## config.mk

```make
export PLATFORM = sky130hd
export DESIGN_NAME = uart_irq_ident
export DESIGN_NICKNAME = d
export VERILOG_FILES = /design/src/rtl/uart_irq_pkg.sv /design/src/rtl/uart_irq_ctrl.sv /design/src/rtl/uart_irq_cto_timer.sv /design/src/rtl/uart_irq_datapath.sv /design/src/rtl/uart_irq_ident.sv
export SDC_FILE = /design/constraint.sdc
export NUM_CORES = 1
export LEC_CHECK = 0
export CORE_ASPECT_RATIO = 0.75
export CORE_UTILIZATION = 30
export DETAILED_ROUTE_END_ITERATION = 6
export HOLD_SLACK_MARGIN = 0.05
export PLACE_DENSITY = 0.72
export SLEW_MARGIN = 10
export SYNTH_ARGS = -nofsm -noshare
export SYNTH_HDL_FRONTEND = slang
export SYNTH_SLANG_ARGS = --single-unit
```

## constraint.sdc

```tcl
create_clock -name clk -period 2.4 [get_ports clk]
set_clock_uncertainty 0.05 [all_clocks]
set_input_delay 0.36 -clock clk [delete_from_list [all_inputs] [get_ports clk]]
set_output_delay 0.36 -clock clk [all_outputs]
set_load 0.02 [all_outputs]
```

## src/rtl/uart_irq_pkg.sv

```systemverilog
package uart_irq_pkg;

  typedef enum logic [2:0] {
    CODE_MODEM = 3'h0,
    CODE_THRE  = 3'h1,
    CODE_RDA   = 3'h2,
    CODE_LINE  = 3'h3,
    CODE_CTO   = 3'h6,
    CODE_TEMT  = 3'h7
  } irq_code_e;

  // enable mask bit positions
  localparam int EN_LINE  = 0;
  localparam int EN_RX    = 1;
  localparam int EN_THRE  = 2;
  localparam int EN_TEMT  = 3;
  localparam int EN_MODEM = 4;
  localparam int EN_ABEND = 5;
  localparam int EN_ABTO  = 6;
  localparam int EN_TXERR = 7;
  localparam int EN_W     = 8;

  // latched cause flags
  localparam int F_LINE  = 0;
  localparam int F_MODEM = 1;
  localparam int F_THRE  = 2;
  localparam int F_TEMT  = 3;
  localparam int F_ABEND = 4;
  localparam int F_ABTO  = 5;
  localparam int F_TXERR = 6;
  localparam int N_FLAG  = 7;

  typedef struct packed {
    logic clrLine;
    logic clrModem;
    logic clrThre;
    logic clrTemt;
    logic clrAbEnd;
    logic clrAbTo;
    logic clrTxErr;
    logic restartCto;
  } irq_strobe_t;

endpackage

```

## src/rtl/uart_irq_ctrl.sv

```systemverilog
module uart_irq_ctrl
  import uart_irq_pkg::*;
(
  input  logic        rdIdent,
  input  logic        rdLineStat,
  input  logic        rdRxBuf,
  input  logic        rdModem,
  input  logic        wrThr,
  input  logic        rxPush,
  input  logic        abEndClr,
  input  logic        abToClr,
  input  logic        txErrClr,
  input  irq_code_e   reportCode,
  input  logic        reportValid,
  output irq_strobe_t strobe
);

  logic identTakesThre;
  logic identTakesTemt;

  // an identification read retires only the cause it returned
  assign identTakesThre = rdIdent && reportValid && (reportCode == CODE_THRE);
  assign identTakesTemt = rdIdent && reportValid && (reportCode == CODE_TEMT);

  always_comb begin
    strobe            = '0;
    strobe.clrLine    = rdLineStat;
    strobe.clrModem   = rdModem;
    strobe.clrThre    = wrThr || identTakesThre;
    strobe.clrTemt    = wrThr || identTakesTemt;
    strobe.clrAbEnd   = abEndClr;
    strobe.clrAbTo    = abToClr;
    strobe.clrTxErr   = txErrClr;
    strobe.restartCto = rxPush || rdRxBuf;
  end

endmodule

```

## src/rtl/uart_irq_cto_timer.sv

```systemverilog
module uart_irq_cto_timer #(
  parameter int FRAME_W           = 4,
  parameter int TICKS_PER_BIT     = 16,
  parameter int FRAMES_PER_WINDOW = 4
) (
  input  logic               clk,
  input  logic               rstN,
  input  logic               baudTick,
  input  logic [FRAME_W-1:0] frameBits,
  input  logic               fifoNonEmpty,
  input  logic               restart,
  output logic               expired
);

  localparam int SCALE = TICKS_PER_BIT * FRAMES_PER_WINDOW;
  localparam int CNT_W = FRAME_W + $clog2(SCALE);

  logic [CNT_W-1:0] count;
  logic [CNT_W-1:0] window;
  logic [CNT_W-1:0] windowLast;
  logic             atLast;

  assign window     = CNT_W'(frameBits) * CNT_W'(SCALE);
  assign windowLast = window - CNT_W'(1);
  assign atLast     = (window != '0) && (count == windowLast);

  always_ff @(posedge clk) begin
    if (!rstN) begin
      count   <= '0;
      expired <= 1'b0;
    end else if (restart || !fifoNonEmpty) begin
      count   <= '0;
      expired <= 1'b0;
    end else if (baudTick && !expired) begin
      if (atLast) begin
        expired <= 1'b1;
      end else begin
        count <= count + CNT_W'(1);
      end
    end
  end

endmodule

```

## src/rtl/uart_irq_datapath.sv

```systemverilog
module uart_irq_datapath
  import uart_irq_pkg::*;
#(
  parameter int LVL_W             = 5,
  parameter int FRAME_W           = 4,
  parameter int TICKS_PER_BIT     = 16,
  parameter int FRAMES_PER_WINDOW = 4
) (
  input  logic               clk,
  input  logic               rstN,
  input  logic               fifoEn,
  input  logic [EN_W-1:0]    ienMask,
  input  logic [3:0]         lineErr,
  input  logic [LVL_W-1:0]   rxLevel,
  input  logic [LVL_W-1:0]   rxTrigger,
  input  logic               baudTick,
  input  logic [FRAME_W-1:0] frameBits,
  input  logic               thrEmptyEvt,
  input  logic               txEmptyEvt,
  input  logic [3:0]         modemChg,
  input  logic               abEndEvt,
  input  logic               abToEvt,
  input  logic               txErrEvt,
  input  irq_strobe_t        strobe,
  output irq_code_e          reportCode,
  output logic               reportValid,
  output logic [31:0]        identWord,
  output logic               irq
);

  logic [N_FLAG-1:0] flagSet;
  logic [N_FLAG-1:0] flagClr;
  logic [N_FLAG-1:0] flags;
  logic              ctoExpired;
  logic              lineAct;
  logic              rdaAct;
  logic              ctoAct;
  logic              threAct;
  logic              temtAct;
  logic              modemAct;
  logic              stickyAct;

  always_comb begin
    flagSet          = '0;
    flagSet[F_LINE]  = |lineErr;
    flagSet[F_MODEM] = |modemChg;
    flagSet[F_THRE]  = thrEmptyEvt;
    flagSet[F_TEMT]  = txEmptyEvt;
    flagSet[F_ABEND] = abEndEvt && ienMask[EN_ABEND];
    flagSet[F_ABTO]  = abToEvt && ienMask[EN_ABTO];
    flagSet[F_TXERR] = txErrEvt && ienMask[EN_TXERR];

    flagClr          = '0;
    flagClr[F_LINE]  = strobe.clrLine;
    flagClr[F_MODEM] = strobe.clrModem;
    flagClr[F_THRE]  = strobe.clrThre;
    flagClr[F_TEMT]  = strobe.clrTemt;
    flagClr[F_ABEND] = strobe.clrAbEnd;
    flagClr[F_ABTO]  = strobe.clrAbTo;
    flagClr[F_TXERR] = strobe.clrTxErr;
  end

  // one set-dominant latch per cause
  for (genvar i = 0; i < N_FLAG; i++) begin : g_flag
    always_ff @(posedge clk) begin
      if (!rstN) begin
        flags[i] <= 1'b0;
      end else if (flagSet[i]) begin
        flags[i] <= 1'b1;
      end else if (flagClr[i]) begin
        flags[i] <= 1'b0;
      end
    end
  end

  uart_irq_cto_timer #(
    .FRAME_W          (FRAME_W),
    .TICKS_PER_BIT    (TICKS_PER_BIT),
    .FRAMES_PER_WINDOW(FRAMES_PER_WINDOW)
  ) u_ctoTimer (
    .clk         (clk),
    .rstN        (rstN),
    .baudTick    (baudTick),
    .frameBits   (frameBits),
    .fifoNonEmpty(rxLevel != '0),
    .restart     (strobe.restartCto),
    .expired     (ctoExpired)
  );

  assign lineAct  = flags[F_LINE] && ienMask[EN_LINE];
  assign rdaAct   = ienMask[EN_RX] && (rxLevel != '0) && (rxLevel >= rxTrigger);
  assign ctoAct   = ienMask[EN_RX] && ctoExpired;
  assign threAct  = flags[F_THRE] && ienMask[EN_THRE];
  assign temtAct  = flags[F_TEMT] && ienMask[EN_TEMT];
  assign modemAct = flags[F_MODEM] && ienMask[EN_MODEM];

  always_comb begin
    reportValid = 1'b1;
    reportCode  = CODE_MODEM;
    if (lineAct) begin
      reportCode = CODE_LINE;
    end else if (rdaAct) begin
      reportCode = CODE_RDA;
    end else if (ctoAct) begin
      reportCode = CODE_CTO;
    end else if (threAct) begin
      reportCode = CODE_THRE;
    end else if (temtAct) begin
      reportCode = CODE_TEMT;
    end else if (modemAct) begin
      reportCode = CODE_MODEM;
    end else begin
      reportValid = 1'b0;
    end
  end

  assign stickyAct = (flags[F_ABEND] && ienMask[EN_ABEND])
                  || (flags[F_ABTO] && ienMask[EN_ABTO])
                  || (flags[F_TXERR] && ienMask[EN_TXERR]);

  assign irq = reportValid || stickyAct;

  assign identWord = {21'b0, flags[F_TXERR], flags[F_ABTO], flags[F_ABEND],
                      {2{fifoEn}}, 2'b00, reportCode, ~reportValid};

endmodule

```

## src/rtl/uart_irq_ident.sv

```systemverilog
module uart_irq_ident
  import uart_irq_pkg::*;
#(
  parameter int LVL_W             = 5,
  parameter int FRAME_W           = 4,
  parameter int TICKS_PER_BIT     = 16,
  parameter int FRAMES_PER_WINDOW = 4
) (
  input  logic               clk,
  input  logic               rstN,
  input  logic               fifoEn,
  input  logic [7:0]         ienMask,
  input  logic [3:0]         lineErr,
  input  logic [LVL_W-1:0]   rxLevel,
  input  logic [LVL_W-1:0]   rxTrigger,
  input  logic               rxPush,
  input  logic               baudTick,
  input  logic [FRAME_W-1:0] frameBits,
  input  logic               thrEmptyEvt,
  input  logic               txEmptyEvt,
  input  logic [3:0]         modemChg,
  input  logic               abEndEvt,
  input  logic               abToEvt,
  input  logic               txErrEvt,
  input  logic               abEndClr,
  input  logic               abToClr,
  input  logic               txErrClr,
  input  logic               rdIdent,
  input  logic               rdLineStat,
  input  logic               rdRxBuf,
  input  logic               rdModem,
  input  logic               wrThr,
  output logic [31:0]        identWord,
  output logic               irq
);

  irq_strobe_t strobe;
  irq_code_e   reportCode;
  logic        reportValid;

  uart_irq_ctrl u_ctrl (
    .rdIdent    (rdIdent),
    .rdLineStat (rdLineStat),
    .rdRxBuf    (rdRxBuf),
    .rdModem    (rdModem),
    .wrThr      (wrThr),
    .rxPush     (rxPush),
    .abEndClr   (abEndClr),
    .abToClr    (abToClr),
    .txErrClr   (txErrClr),
    .reportCode (reportCode),
    .reportValid(reportValid),
    .strobe     (strobe)
  );

  uart_irq_datapath #(
    .LVL_W            (LVL_W),
    .FRAME_W          (FRAME_W),
    .TICKS_PER_BIT    (TICKS_PER_BIT),
    .FRAMES_PER_WINDOW(FRAMES_PER_WINDOW)
  ) u_datapath (
    .clk        (clk),
    .rstN       (rstN),
    .fifoEn     (fifoEn),
    .ienMask    (ienMask),
    .lineErr    (lineErr),
    .rxLevel    (rxLevel),
    .rxTrigger  (rxTrigger),
    .baudTick   (baudTick),
    .frameBits  (frameBits),
    .thrEmptyEvt(thrEmptyEvt),
    .txEmptyEvt (txEmptyEvt),
    .modemChg   (modemChg),
    .abEndEvt   (abEndEvt),
    .abToEvt    (abToEvt),
    .txErrEvt   (txErrEvt),
    .strobe     (strobe),
    .reportCode (reportCode),
    .reportValid(reportValid),
    .identWord  (identWord),
    .irq        (irq)
  );

endmodule

```

==> impl_metrics.env <==
export IMPL_grt_pass1_vias=1194
export IMPL_cp_num_buf_inv=3
export IMPL_totalWireLength_um=3270
export IMPL_required_ns=1.99
export IMPL_nets=292
export IMPL_initial_core_util=0.326
export IMPL_ys_flop_type="dfxtp_1"
export IMPL_period_minus_slack_ns=2.33
export IMPL_synth_distinct_cells=42
export IMPL_crit_type="in2out"
export IMPL_synth_seq_cells=18
export IMPL_setup_viol=0
export IMPL_wire_per_inst_um=11.3
export IMPL_arrival_ns=1.92
export IMPL_synth_cells=170
export IMPL_fillCellCount=428
export IMPL_antenna_found_initial=0
export IMPL_via_per_inst=4.64
export IMPL_place_inst=282
export IMPL_grt_pass1_wl_um=5130
export IMPL_fin_area_um2=2030
export IMPL_place_area_um2=1920
export IMPL_yosysTopAreaCell="dfxtp_1"
export IMPL_drcViolationCount=0
export IMPL_gr_total_overflow=0
export IMPL_critical_path_cell_chain="dlygate4sd2_1 > or4_1 > nor2_2 > o31a_1 > buf_4 > a21boi_4 > buf_6"
export IMPL_die_w_um=80.1
export IMPL_die_area_um2=4850
export IMPL_ys_warn_count=0
export IMPL_track_usage=0.138
export IMPL_rows=20
export IMPL_path_max_fanout=4
export IMPL_holdWs_ns=0.441
export IMPL_synthArstFlopShare=0
export IMPL_post_route_period_util=0.971
export IMPL_area_delta_synth_final_pct=47.8
export IMPL_synth_top_cells_by_area="dfxtp_1, buf_4, ha_1"
export IMPL_hold_path_class="reg2reg"
export IMPL_synth_edf_count=0
export IMPL_syn_area_per_cell_um2=8.07
export IMPL_drv_cap=0
export IMPL_cts_path_max_buffers=2
export IMPL_cp_slowest_stage_delay_ns=0.53
export IMPL_cp_slowest_cell="or4_1"
export IMPL_dp_hpwl_um=2550
export IMPL_clk_latency_ns=0.25
export IMPL_max_freq_ghz=0.429
export IMPL_ir_worst_vdd_uv=178
export IMPL_cts_tree="built"
export IMPL_numClockSinks=18
export IMPL_fin_cells=290
export IMPL_slew_violations=0
export IMPL_syn_area_um2=1370
export IMPL_status="completed"
export IMPL_core_area_um2=4200
export IMPL_hold_violations=0
export IMPL_clkTransAtPathRegs_ns=0.06
export IMPL_cts_made_buffers=3
export IMPL_vias=1345
export IMPL_grt_max_degree=12
export IMPL_first_pass_iters=4
export IMPL_cts_root_buffer="clkbuf_8"
export IMPL_yosys_top_cells_count="buf_4, dfxtp_1, nand2_1"
export IMPL_synth_top_cell_area_share=0.263
export IMPL_antenna_cells=0
export IMPL_ys_seq_area_frac=0.263
export IMPL_drtIter0Drc=73
export IMPL_drive_gt1_frac=0.157
export IMPL_portBuffers=54
export IMPL_p_per_area_nw_per_um2=379
export IMPL_start_kind="primary input"
export IMPL_ioPinCount=81
export IMPL_ctsHoldBuffers=0
export IMPL_synth_most_common_cell="buf_4"
export IMPL_ant_nets=0
export IMPL_crit_family="simple AND/OR/NAND/NOR gates"
export IMPL_htree_num_levels=1
export IMPL_leakagePower_nw=0.840
export IMPL_gp_congestion=0.900
export IMPL_fp_dieH_um=60.6
export IMPL_critPathCaptureType="primary output"
==> through the flow <==
step                      setup slack [ns]  power [mW]  setup TNS [ns]   util
after detailed placement            -0.696       0.553           -2.89  0.456
after floorplan                      0.181       0.462               0      -
after global placement              -0.641       0.551           -2.65  0.456
final                               0.0694       0.768               0  0.482
after global routing               -0.0235       0.810         -0.0235  0.482
after CTS                          0.00333       0.771               0  0.481
==> cell type report <==
type / instances / area (um2) / area share
tap: 55 / 68.8 / 0.0340
clock buffer: 3 / 41.3 / 0.0204
sequential: 18 / 360 / 0.178
multi-input combinational: 133 / 872 / 0.430
timing repair buffer: 72 / 651 / 0.321
inverter: 9 / 33.8 / 0.0167
==> cells by family (layout without fill, tap and decap cells) <==
kind of cell               Yosys count  count (layout)  share of synthesized area
adders and majority gates            7               7                     0.0639
and+or+nand+nor                     57              57                      0.243
AOI/OAI and AO/OA                   40              40                      0.186
xor gates and xnor gates             6               6                     0.0383
DFF                                 18              18                      0.263
other                                1              23                    0.00273
buffers and inverters               41              84                      0.203
==> placed cells by master, fill, tap and decap left out, types with 2 or more instances in the layout <==
cell type / Yosys / layout
clkdlybuf4s50_1: 0 / 39
conb_1: 1 / 23
buf_4: 28 / 18
dfxtp_1: 18 / 18
nand2_1: 14 / 14
a21oi_1: 13 / 13
or4_1: 7 / 7
dlygate4sd2_1: 0 / 7
inv_1: 9 / 6
nand3_1: 6 / 6
o31ai_1: 6 / 6
nand2b_1: 6 / 6
o21ai_1: 4 / 5
a21boi_0: 6 / 5
nor2b_1: 4 / 4
xnor2_1: 4 / 4
ha_1: 7 / 4
inv_2: 0 / 3
or3_1: 3 / 3
ha_4: 0 / 3
clkbuf_8: 0 / 3
and3_1: 2 / 2
nor3_1: 2 / 2
xor2_1: 2 / 2
nand4_1: 2 / 2
o21ai_0: 3 / 2
nor4_1: 2 / 2
clkdlybuf4s15_1: 0 / 2
buf_2: 1 / 2
clkbuf_2: 0 / 2
==> flip-flops by register name, indices dropped and copies added, names as in the netlist <==
signal and flops:
u_datapath.identWord 3, u_datapath.u_ctoTimer.expired 1, u_datapath.u_ctoTimer.count 10, u_datapath.flags 4
==> power breakdown <==
group          internal [mW]  switching [mW]  total [mW]
clock network          0.111          0.0955       0.207
registers              0.307         0.00576       0.312
logic                  0.132           0.116       0.249
==> worst min-delay path, delay by kind of cell, from the launching register on <==
| kind | cells | cell delay (ns) |
|---|---|---|
| compound gates | 1 | 0.07 |
| flops | 1 | 0.32 |
| simple gates | 1 | 0.06 |
==> final timing paths <==
kind | from | endpoint | slack, ns | cells past startpoint
min reg2reg | u_datapath.flags[0]$_SDFFE_PN0P_ | u_datapath.flags[0]$_SDFFE_PN0P_ | 0.44 | 2
max reg2reg | u_datapath.u_ctoTimer.count[0]$_SDFFE_PP0P_ | u_datapath.u_ctoTimer.count[9]$_SDFFE_PP0P_ | 0.58 | 6
max | rxLevel[1] | identWord[3] | 0.07 | 7
min | u_datapath.flags[0]$_SDFFE_PN0P_ | u_datapath.flags[0]$_SDFFE_PN0P_ | 0.44 | 2
==> layer usage <==
metal,vias to the layer above,track usage,wire [um]
met3,6,0.0331,223
li1,690,-,-
met2,53,0.237,1550
met1,596,0.172,1440
met4,0,0.0485,49
met5,-,0,0
==> repair_timing <==
item                                    in CTS  in global routing
resized for setup                           37                  8
buffers inserted                             4                  1
endpoints found under the setup margin       5                  5
pin swaps                                    9                  3
Note: power is estimated with default switching activity, not from simulation.
